--- config.mk ---
export PLATFORM = sky130hd
export DESIGN_NAME = exc_entry_ctrl
export DESIGN_NICKNAME = d
export VERILOG_FILES = /design/src/rtl/exc_entry_pkg.sv /design/src/rtl/exc_select.sv /design/src/rtl/exc_bank_regs.sv /design/src/rtl/exc_entry_ctrl.sv
export SDC_FILE = /design/constraint.sdc
export NUM_CORES = 2
export LEC_CHECK = 0
export BUFFER_PORTS_ARGS = -buffer_cell sky130_fd_sc_hd__buf_2
export CAP_MARGIN = 20
export CELL_PAD_IN_SITES_DETAIL_PLACEMENT = 0
export CELL_PAD_IN_SITES_GLOBAL_PLACEMENT = 1
export CORE_ASPECT_RATIO = 0.5
export CORE_MARGIN = 2
export CORE_UTILIZATION = 35
export CTS_BUF_LIST = sky130_fd_sc_hd__clkbuf_4
export CTS_CLUSTER_DIAMETER = 200
export CTS_CLUSTER_SIZE = 8
export DETAILED_ROUTE_END_ITERATION = 6
export PLACE_DENSITY = 0.69
export SLEW_MARGIN = 5
export SYNTH_ARGS = -nofsm -noshare
export SYNTH_HDL_FRONTEND = slang
export SYNTH_SLANG_ARGS = --single-unit
--- constraint.sdc ---
create_clock -name clk -period 2.5 [get_ports clk]
set_clock_uncertainty 0.1 [all_clocks]
set_input_delay 0.125 -clock clk [delete_from_list [all_inputs] [get_ports clk]]
set_output_delay 0.125 -clock clk [all_outputs]
set_load 0.01 [all_outputs]
--- src/rtl/exc_entry_pkg.sv ---
package exc_entry_pkg;
    localparam int CODE_W = 12;

    typedef enum logic [1:0] {VEC_GEN, VEC_TLB, VEC_IRQ} vec_class_e;

    typedef struct packed {
        logic              valid;
        vec_class_e        cls;
        logic [CODE_W-1:0] code;
        logic              is_trap;
        logic              slot_adj;
    } event_t;
endpackage

--- src/rtl/exc_select.sv ---
module exc_select
    import exc_entry_pkg::*;
#(
    parameter logic [CODE_W-1:0] TRAP_CODE     = 12'h160,
    parameter logic [CODE_W-1:0] ILL_CODE      = 12'h180,
    parameter logic [CODE_W-1:0] SLOT_ILL_CODE = 12'h1A0
) (
    input  logic              exc_req,
    input  logic              exc_tlb,
    input  logic [CODE_W-1:0] exc_code,
    input  logic              trap_req,
    input  logic              ill_req,
    input  logic              irq_req,
    input  logic [CODE_W-1:0] irq_code,
    input  logic              in_slot,
    input  logic              blocked,
    output event_t            ev
);
    always_comb begin
        ev     = '0;
        ev.cls = VEC_GEN;
        if (exc_req) begin
            ev.valid    = 1'b1;
            ev.cls      = exc_tlb ? VEC_TLB : VEC_GEN;
            ev.code     = exc_code;
            ev.slot_adj = in_slot;
        end else if (trap_req) begin
            ev.valid    = 1'b1;
            ev.code     = TRAP_CODE;
            ev.is_trap  = 1'b1;
            ev.slot_adj = in_slot;
        end else if (ill_req) begin
            ev.valid    = 1'b1;
            ev.code     = in_slot ? SLOT_ILL_CODE : ILL_CODE;
            ev.slot_adj = in_slot;
        end else if (irq_req && !blocked) begin
            ev.valid = 1'b1;
            ev.cls   = VEC_IRQ;
            ev.code  = irq_code;
        end
    end
endmodule

--- src/rtl/exc_bank_regs.sv ---
module exc_bank_regs #(
    parameter int DATA_W   = 32,
    parameter int NUM_REGS = 16,
    parameter int NUM_ALT  = 8,
    localparam int AW = $clog2(NUM_REGS),
    localparam int BW = $clog2(NUM_ALT)
) (
    input  logic              clk,
    input  logic              rst_n,
    input  logic              swap,
    input  logic              we,
    input  logic [AW-1:0]     waddr,
    input  logic [DATA_W-1:0] wdata,
    input  logic [AW-1:0]     raddr,
    output logic [DATA_W-1:0] rdata,
    input  logic [BW-1:0]     braddr,
    output logic [DATA_W-1:0] bdata,
    output logic [DATA_W-1:0] top_reg
);
    typedef struct packed {
        logic [NUM_REGS-1:0][DATA_W-1:0] main;
        logic [NUM_ALT-1:0][DATA_W-1:0]  alt;
    } bank_st_t;

    bank_st_t st_d, st_q;

    always_comb begin
        st_d = st_q;
        if (swap) begin
            for (int i = 0; i < NUM_ALT; i++) begin
                st_d.main[i] = st_q.alt[i];
                st_d.alt[i]  = st_q.main[i];
            end
        end else if (we) begin
            st_d.main[waddr] = wdata;
        end
    end

    always_ff @(posedge clk) begin
        if (!rst_n) st_q <= '0;
        else        st_q <= st_d;
    end

    assign rdata   = st_q.main[raddr];
    assign bdata   = st_q.alt[braddr];
    assign top_reg = st_q.main[NUM_REGS-1];

    for (genvar g = 0; g < NUM_ALT; g++) begin : g_swap_chk

        swap_pair_chk: assert property (@(posedge clk) disable iff (!rst_n)
            swap |=> (st_q.main[g] == $past(st_q.alt[g])) && (st_q.alt[g] == $past(st_q.main[g])));
    end
endmodule

--- src/rtl/exc_entry_ctrl.sv ---
module exc_entry_ctrl
    import exc_entry_pkg::*;
#(
    parameter int          DATA_W   = 32,
    parameter int          NUM_REGS = 16,
    parameter int          NUM_ALT  = 8,
    parameter int          IMM_W    = 8,
    parameter int          MD_BIT   = 30,
    parameter int          RB_BIT   = 29,
    parameter int          BL_BIT   = 28,
    parameter logic [31:0] SR_RESET = 32'h7000_00F0,
    parameter logic [31:0] GEN_OFF  = 32'h100,
    parameter logic [31:0] TLB_OFF  = 32'h400,
    parameter logic [31:0] IRQ_OFF  = 32'h600,
    localparam int AW     = $clog2(NUM_REGS),
    localparam int BW     = $clog2(NUM_ALT),
    localparam int TRAP_W = IMM_W + 2
) (
    input  logic              clk,
    input  logic              rst_n,
    input  logic [31:0]       pc_i,
    input  logic [31:0]       vbr_i,
    input  logic              in_slot_i,
    input  logic              exc_req_i,
    input  logic              exc_tlb_i,
    input  logic [11:0]       exc_code_i,
    input  logic              trap_req_i,
    input  logic [IMM_W-1:0]  trap_imm_i,
    input  logic              ill_req_i,
    input  logic              irq_req_i,
    input  logic [11:0]       irq_code_i,
    input  logic              sr_wr_i,
    input  logic [31:0]       sr_wdata_i,
    input  logic              reg_we_i,
    input  logic [AW-1:0]     reg_waddr_i,
    input  logic [DATA_W-1:0] reg_wdata_i,
    input  logic [AW-1:0]     reg_raddr_i,
    output logic [DATA_W-1:0] reg_rdata_o,
    input  logic [BW-1:0]     alt_raddr_i,
    output logic [DATA_W-1:0] alt_rdata_o,
    output logic [31:0]       sr_o,
    output logic [31:0]       saved_pc_o,
    output logic [31:0]       saved_sr_o,
    output logic [DATA_W-1:0] saved_sp_o,
    output logic [11:0]       exc_event_o,
    output logic [11:0]       irq_event_o,
    output logic [TRAP_W-1:0] trap_val_o,
    output logic              halt_o,
    output logic              redirect_valid_o,
    output logic [31:0]       redirect_pc_o,
    output logic              slot_clr_o
);
    localparam logic [31:0] ENTRY_SET = (32'h1 << MD_BIT) | (32'h1 << RB_BIT) | (32'h1 << BL_BIT);

    typedef struct packed {
        logic [31:0]       sr;
        logic [31:0]       spc;
        logic [31:0]       ssr;
        logic [DATA_W-1:0] sgr;
        logic [11:0]       expevt;
        logic [11:0]       intevt;
        logic [TRAP_W-1:0] tra;
        logic              halt;
        logic              redir;
        logic [31:0]       redir_pc;
        logic              slot_clr;
    } ctrl_st_t;

    localparam ctrl_st_t RESET_ST = '{sr: SR_RESET, default: '0};

    ctrl_st_t          st_d, st_q;
    event_t            ev;
    logic              swap_d;
    logic              reg_we_d;
    logic [DATA_W-1:0] sp_val;

    exc_select u_select (
        .exc_req  (exc_req_i),
        .exc_tlb  (exc_tlb_i),
        .exc_code (exc_code_i),
        .trap_req (trap_req_i),
        .ill_req  (ill_req_i),
        .irq_req  (irq_req_i),
        .irq_code (irq_code_i),
        .in_slot  (in_slot_i),
        .blocked  (st_q.sr[BL_BIT]),
        .ev       (ev)
    );

    exc_bank_regs #(.DATA_W(DATA_W), .NUM_REGS(NUM_REGS), .NUM_ALT(NUM_ALT)) u_regs (
        .clk     (clk),
        .rst_n   (rst_n),
        .swap    (swap_d),
        .we      (reg_we_d),
        .waddr   (reg_waddr_i),
        .wdata   (reg_wdata_i),
        .raddr   (reg_raddr_i),
        .rdata   (reg_rdata_o),
        .braddr  (alt_raddr_i),
        .bdata   (alt_rdata_o),
        .top_reg (sp_val)
    );

    always_comb begin
        st_d          = st_q;
        st_d.redir    = 1'b0;
        st_d.slot_clr = 1'b0;
        swap_d        = 1'b0;
        reg_we_d      = 1'b0;
        if (!st_q.halt) begin
            if (ev.valid) begin
                if (ev.cls != VEC_IRQ && vbr_i == '0) begin
                    st_d.halt = 1'b1;
                end else begin
                    st_d.spc      = ev.slot_adj ? pc_i - 32'd2 : pc_i;
                    st_d.slot_clr = ev.slot_adj;
                    st_d.ssr      = st_q.sr;
                    st_d.sgr      = sp_val;
                    st_d.sr       = st_q.sr | ENTRY_SET;
                    swap_d        = !st_q.sr[RB_BIT];
                    st_d.redir    = 1'b1;
                    unique case (ev.cls)
                        VEC_TLB: st_d.redir_pc = vbr_i + TLB_OFF;
                        VEC_IRQ: st_d.redir_pc = vbr_i + IRQ_OFF;
                        default: st_d.redir_pc = vbr_i + GEN_OFF;
                    endcase
                    if (ev.cls == VEC_IRQ) st_d.intevt = ev.code;
                    else                   st_d.expevt = ev.code;
                    if (ev.is_trap) st_d.tra = {trap_imm_i, 2'b00};
                end
            end else if (sr_wr_i) begin
                st_d.sr = sr_wdata_i;
                swap_d  = sr_wdata_i[RB_BIT] ^ st_q.sr[RB_BIT];
            end else begin
                reg_we_d = reg_we_i;
            end
        end
    end

    always_ff @(posedge clk) begin
        if (!rst_n) st_q <= RESET_ST;
        else        st_q <= st_d;
    end

    assign sr_o             = st_q.sr;
    assign saved_pc_o       = st_q.spc;
    assign saved_sr_o       = st_q.ssr;
    assign saved_sp_o       = st_q.sgr;
    assign exc_event_o      = st_q.expevt;
    assign irq_event_o      = st_q.intevt;
    assign trap_val_o       = st_q.tra;
    assign halt_o           = st_q.halt;
    assign redirect_valid_o = st_q.redir;
    assign redirect_pc_o    = st_q.redir_pc;
    assign slot_clr_o       = st_q.slot_clr;


    vector_off_chk: assert property (@(posedge clk) disable iff (!rst_n)
        st_q.redir |-> ((st_q.redir_pc - $past(vbr_i)) == GEN_OFF) ||
                       ((st_q.redir_pc - $past(vbr_i)) == TLB_OFF) ||
                       ((st_q.redir_pc - $past(vbr_i)) == IRQ_OFF));

    entry_bits_chk: assert property (@(posedge clk) disable iff (!rst_n)
        st_q.redir |-> ((st_q.sr & ENTRY_SET) == ENTRY_SET));

    slot_back_chk: assert property (@(posedge clk) disable iff (!rst_n)
        st_q.slot_clr |-> st_q.redir && (st_q.spc == $past(pc_i) - 32'd2));

    halt_freeze_chk: assert property (@(posedge clk) disable iff (!rst_n)
        st_q.halt |=> st_q.halt && $stable(st_q.sr) && $stable(st_q.spc) &&
                      $stable(st_q.expevt) && !st_q.redir);

    irq_blocked_chk: assert property (@(posedge clk) disable iff (!rst_n)
        (st_q.redir && (st_q.intevt != $past(st_q.intevt))) |-> !$past(st_q.sr[BL_BIT]));
endmodule

Yosys cells after proc, flatten, opt, wreduce, memory -nomap -nowiden
Cells that the tools add are included.

storage, ports and cells
  bits in latches = 0
  bits of input ports = 181
  memories kept = 0
  memory bits (read-only) = 0
  register bits after elaboration = 963
  RAM bits = 0

operators by class
  $add $sub $neg = 4
  equality and inequality tests = 4
  shift-type cells = 0
  $lt $le $gt $ge = 4
  div/mod/pow operators = 0
  reductions and logical operators = 17
  $mul = 0
  bitwise gates (word level) = 7
  multiplexer cells = 43

operator list
  cell                                                                                  number
  512-bit bitwise mux                                                                   1
  256-bit 2-to-1 mux                                                                    2
  32-bit 2-to-1 mux                                                                     6
  161-bit 2-to-1 mux                                                                    1
  32-bit binary-select mux with 4-bit select                                            1
  32-bit demux with 4-bit select                                                        1
  32-bit binary-select mux with 3-bit select                                            1
  35-bit 2-to-1 mux                                                                     2
  32-bit by 11-bit adder with 32-bit output (second input constant)                     2
  32-bit one-hot mux with 2 select lines                                                1
  12-bit 2-to-1 mux                                                                     4
  34-bit 2-to-1 mux                                                                     1
  32-bit by 9-bit adder with 32-bit output (second input constant)                      1
  32-bit logical NOT                                                                    1
  32-bit by 2-bit subtractor with 32-bit output (second input constant)                 1
  15-bit 2-to-1 mux                                                                     2
  1-bit 2-to-1 mux                                                                      16
  4-bit AND reduction                                                                   3
  4-bit by 5-bit < comparator with 1-bit output (second input constant)                 2
  10-bit 2-to-1 mux                                                                     1
  3-bit AND reduction                                                                   3
  6-bit 2-to-1 mux                                                                      1
  1-bit inverter                                                                        6
  4-bit by 1-bit greater-or-equal comparator with 1-bit output (second input constant)  1
  12 further kinds                                                                      18

Logic depth before layout (Yosys ltp)
  depth in word-level cells = 13
  mapped depth = 11

By module
Synthesis repeated with hierarchy kept, for this count alone.

unflattened totals
  cells, all modules = 5154
  area total of the unflattened synthesis = 46742.3 um^2

modules (own cells, without submodules)
  module          times used  area each (um^2)  cells an instance
  exc_bank_regs   1           37514.7           3972
  exc_entry_ctrl  1           8964.8            1148
  exc_select      1           262.8             34

Least setup slack after synthesis
No wires, ideal clock.

  path type = register to register
  from = register st_q (netlist bit sr_o[28])
  to = register u_regs.st_q[331] in the netlist's numbering
  arrival time = 2.298 ns
  period minus slack after synthesis = 2.484 ns
  path buffers = 3
  required time = 2.314 ns
  cell stages (with the launch flop) = 9
  setup slack = 0.016 ns
  cells stage by stage = dfxtp_1 nand2b_1 clkbuf_1 nand3_2 or4_1 clkbuf_1 clkbuf_1 mux2i_1 a211oi_1

between the ends
  longest elaborated chain between the ends = 12

RTL lines
  what                                                      RTL line               RTL
  start, declared                                           exc_entry_ctrl.sv:71   ctrl_st_t st_d, st_q;
  start signal, assigned                                    exc_entry_ctrl.sv:142  else st_q <= st_d;
  1-bit logical NOT (*)                                     exc_select.sv:36       end else if (irq_req && !blocked) begin
  1-bit logical AND (*)                                     exc_select.sv:36
  15-bit 2-to-1 mux (*)                                     exc_select.sv:36
  2-bit 2-to-1 mux                                          exc_select.sv:32       end else if (ill_req) begin
  2-bit 2-to-1 mux                                          exc_select.sv:27       end else if (trap_req) begin
  15-bit 2-to-1 mux (*)                                     exc_select.sv:22       if (exc_req) begin
  2-bit inequality test                                     exc_entry_ctrl.sv:112  if (ev.cls != VEC_IRQ && vbr_i == '0) begin
  1-bit logical AND                                         exc_entry_ctrl.sv:112
  1-bit 2-to-1 mux                                          exc_entry_ctrl.sv:112
  1-bit 2-to-1 mux                                          exc_entry_ctrl.sv:111  if (ev.valid) begin
  1-bit 2-to-1 mux                                          exc_entry_ctrl.sv:110  if (!st_q.halt) begin
  256-bit 2-to-1 mux or 2-bit nonzero test (tied branches)  -
  end signal, assigned                                      exc_bank_regs.sv:41    else st_q <= st_d;
  end, declared                                             exc_bank_regs.sv:25    bank_st_t st_d, st_q;

Every way passes the cells marked *; elsewhere a longest branch is shown, timed or not.
A chain may end at the register's enable or synchronous reset.

Final worst setup path
  from = register u_regs.st_q[278] in the netlist's numbering
  to = output port reg_rdata_o[22]

between the ends
  longest elaborated chain between the ends = 2

RTL lines
  what                                        RTL line              RTL
  32-bit binary-select mux with 4-bit select  exc_bank_regs.sv:44   assign rdata = st_q.main[raddr];
  32-bit 2-to-1 mux (not written as such)     exc_bank_regs.sv:44
  end, declared                               exc_entry_ctrl.sv:38  output logic [DATA_W-1:0] reg_rdata_o,

Every way passes these cells. The select of a mux whose other input is x is not followed.

==> flow_metrics.env <==
export IMPL_total_leakage_power_nw=21.5
export IMPL_synth_area_leaders="dfxtp_1, mux4_2, a21oi_1"
export IMPL_wl_per_cell_um=23.8
export IMPL_insertion_delay_ns=1.21
export IMPL_initial_core_util_pct=35.4
export IMPL_synth_warnings=0
export IMPL_ir_drop_uv=473
export IMPL_power_density_mw_per_mm2=482
export IMPL_clk_pin_slew_worst_paths_ns=0.10
export IMPL_final_period_utilization_pct=123
export IMPL_criticalPathCategory="reg -> out"
export IMPL_fin_util_pct=46.3
export IMPL_routed_wl_mm=182
export IMPL_cts_tree="built"
export IMPL_critPathBufInv=1
export IMPL_synth_area_per_cell_um2=8.89
export IMPL_synth_top_area_cell="dfxtp_1"
export IMPL_first_global_vias=43100
export IMPL_violations="negative setup slack"
export IMPL_finalWeightedCongestion=0.873
export IMPL_synth_seq_cells=963
export IMPL_port_buffers=439
export IMPL_status="complete, but fails checks"
export IMPL_multi_input_area_mm2=0.0236
export IMPL_drtIter0Drc=4319
export IMPL_viasPerCell=5.82
export IMPL_synth_edf_count=0
export IMPL_drc=0
export IMPL_hpwl_mm=112
export IMPL_synthFlopType="dfxtp_1"
export IMPL_startpoint_type="flop"
export IMPL_path_cells="mux4_2 > mux4_2 > buf_6"
export IMPL_netlist_area_mm2=0.0448
export IMPL_cts_sinks=963
export IMPL_nFillCells=11800
export IMPL_ios=442
export IMPL_grt_overflow_total=0
export IMPL_cts_root_buffer="clkbuf_4"
export IMPL_cp_top_family="multiplexers"
export IMPL_syn2layout_area_growth_pct=30.7
export IMPL_drt_pass1_iterations=5
export IMPL_cpPeakStageDelay_ns=0.58
export IMPL_finalWorstSetupSlack_ns=-0.577
export IMPL_slew_headroom_pct=30.6
export IMPL_setup_viol=65
export IMPL_largest_reg_flops=736
export IMPL_hold_slack_ns=0.0189
export IMPL_cts_made_buffers=138
export IMPL_holdCritPathClass="in -> reg"
export IMPL_drive_above_1_share_pct=26.5
export IMPL_crit_top_cell="mux4_2"
export IMPL_clk_path_buf_depth=3
export IMPL_slew_violations=0
export IMPL_core_area_mm2=0.127
export IMPL_crit_path_end_kind="output port"
export IMPL_async_reset_ff_share_pct=0
export IMPL_fin_nets=6131
export IMPL_rows=92
export IMPL_rsz0062_at_grt="true"
export IMPL_cp_arrival_ns=2.85
export IMPL_hold_violations=0
export IMPL_grt_pass1_wl_mm=272
export IMPL_cp_slowest_cell="mux4_2"
export IMPL_tns_ns=-20.20
export IMPL_ant_nets=0
export IMPL_netlist_area_leader_share_pct=43.0
export IMPL_grt_max_degree=113
export IMPL_finalPower_mw=28.2
export IMPL_grt_usage_pct=26.8
export IMPL_fmax_ghz=0.325
export IMPL_finalCriticalPeriod_ns=3.08
export IMPL_fin_area_mm2=0.0586
export IMPL_final_seq_area_mm2=0.0196
export IMPL_worstPathRequired_ns=2.28
export IMPL_regMostFlops="u_regs.st_q"
export IMPL_vias=44600
export IMPL_die_area_mm2=0.131
export IMPL_die_h_um=257
export IMPL_seq_area_frac_synth_pct=43.0
export IMPL_synthCells=5044
export IMPL_tightest_slew_ns=1.04
export IMPL_cts_max_level=4
export IMPL_antenna_found_initial=20
export IMPL_worstPathMaxFanout=3
export IMPL_synth_cell_types=77
export IMPL_drv_cap=0
export IMPL_placed_area_mm2=0.0507
export IMPL_die_width_um=510
[what timing repair did]
| action | CTS | global route |
|---|---|---|
| setup buffers | 106 | 39 |
| hold buffers | 451 | 14 |
| gates cloned | 1 | 2 |
| pin swaps | 0 | 14 |
| gates resized for setup | 279 | 106 |
| hold endpoints to repair | 963 | 20 |
| setup endpoints to repair | 130 | 374 |
[power by group]
group | switching, mW | leakage [nW] | internal [mW]
registers | 0.168 | 7.91 | 15.6
clock network | 5.83 | 0.759 | 3.25
logic | 1.90 | 12.9 | 1.51
[per-layer routing]
layer / track usage (%) / routed length (µm)
met1: 37.3 / 78300
met2: 40.3 / 80700
met3: 6.62 / 17500
met4: 9.31 / 5640
met5: 0 / 36
[Yosys cell counts, drive strengths merged (12+ instances only)]
cell    number
mux4       224
clkbuf     454
nand4       18
or3         26
dfxtp      963
inv         17
mux2        32
buf        115
o21a        36
a21oi      698
o211a       58
a32o        32
xnor2       34
a211oi     177
nand2      906
nor2        71
nor3       193
nor4        20
a311oi      12
mux2i      180
o21ai      314
o221ai      58
nand3      276
[cell type report]
class	instances	share of cell area, %
well taps	1692	3.61
diodes	14	0.0598
flip-flops and latches	963	33.4
inverters	17	0.122
repair buffers	1326	20.4
clock inverters	13	0.376
multi-input cells	3496	40.3
clock buffers	141	1.81
[cells by family (layout without fill, tap and decap cells)]
| family | Yosys count | in the layout | synth area share [%] |
|---|---|---|---|
| AOI/OAI and AO/OA | 1437 | 1437 | 19.2 |
| and+or+nand+nor | 1570 | 1570 | 15.4 |
| buffers and inverters | 586 | 1497 | 5.24 |
| adders and majority gates | 8 | 8 | 0.223 |
| xor gates and xnor gates | 43 | 43 | 0.840 |
| muxes | 436 | 436 | 16.1 |
| DFF | 963 | 963 | 43.0 |
| other | 1 | 16 | 0.00836 |
[layout by cell type, fill, tap and decap left out, types with 7 or more instances in the layout]
| cell | synthesis | layout |
|---|---|---|
| or3_1 | 23 | 18 |
| ha_1 | 8 | 8 |
| and2_1 | 11 | 11 |
| a32o_1 | 32 | 32 |
| o221ai_1 | 58 | 58 |
| mux2_4 | 0 | 32 |
| a21oi_1 | 698 | 696 |
| o211a_1 | 58 | 58 |
| nor4_1 | 18 | 16 |
| clkbuf_4 | 0 | 141 |
| dlygate4sd3_1 | 0 | 444 |
| o21a_1 | 36 | 36 |
| nand4_1 | 18 | 18 |
| diode_2 | 0 | 14 |
| a311oi_1 | 12 | 12 |
| buf_4 | 4 | 317 |
| or3_4 | 2 | 7 |
| or4_4 | 2 | 9 |
| xnor2_1 | 34 | 34 |
| mux2i_1 | 180 | 180 |
| mux4_2 | 224 | 224 |
| nand2_1 | 906 | 904 |
| nor3_1 | 192 | 186 |
| inv_1 | 16 | 16 |
| dfxtp_1 | 963 | 735 |
| dfxtp_2 | 0 | 227 |
| a211oi_1 | 177 | 173 |
| buf_2 | 61 | 372 |
| buf_12 | 0 | 115 |
| a31oi_1 | 7 | 7 |
| buf_6 | 1 | 69 |
| o21ai_0 | 313 | 312 |
| xor2_1 | 9 | 9 |
| and3_1 | 9 | 9 |
| nor2_1 | 71 | 68 |
| nand3_1 | 275 | 275 |
| o211ai_1 | 7 | 7 |
[worst register-to-register path: cells and delay by family, from the launching register on]
kind / cells / cell delay [ns]
AOI/OAI and AO/OA: 3 / 0.55
buffers and inverters: 4 / 1.12
DFF: 1 / 0.32
and+or+nand+nor: 2 / 0.27
[final timing paths]
check,from,to,slack [ns],cells past startpoint
worst max-delay path,u_regs.st_q[278]$_SDFFE_PN0P_,reg_rdata_o[22],-0.58,3
worst min-delay path,pc_i[11],saved_pc_o[14]$_SDFFE_PN0P_,0.02,6
worst max register to register,sr_o[28]$_SDFFE_PN1P_,redirect_pc_o[3]$_SDFFE_PN0P_,0.10,9
worst min register to register,u_regs.st_q[338]$_SDFFE_PN0P_,u_regs.st_q[82]$_SDFFE_PN0P_,0.35,2
[per-stage QoR]
step                      std cells  setup WS, ns
after floorplan                5045        0.0164
after global placement         6899        -0.155
after detailed placement       6899        -0.135
after CTS                      7611        -0.673
after global routing           7653        -0.619
final                          7662        -0.577
(Power assumes the default switching activity.)
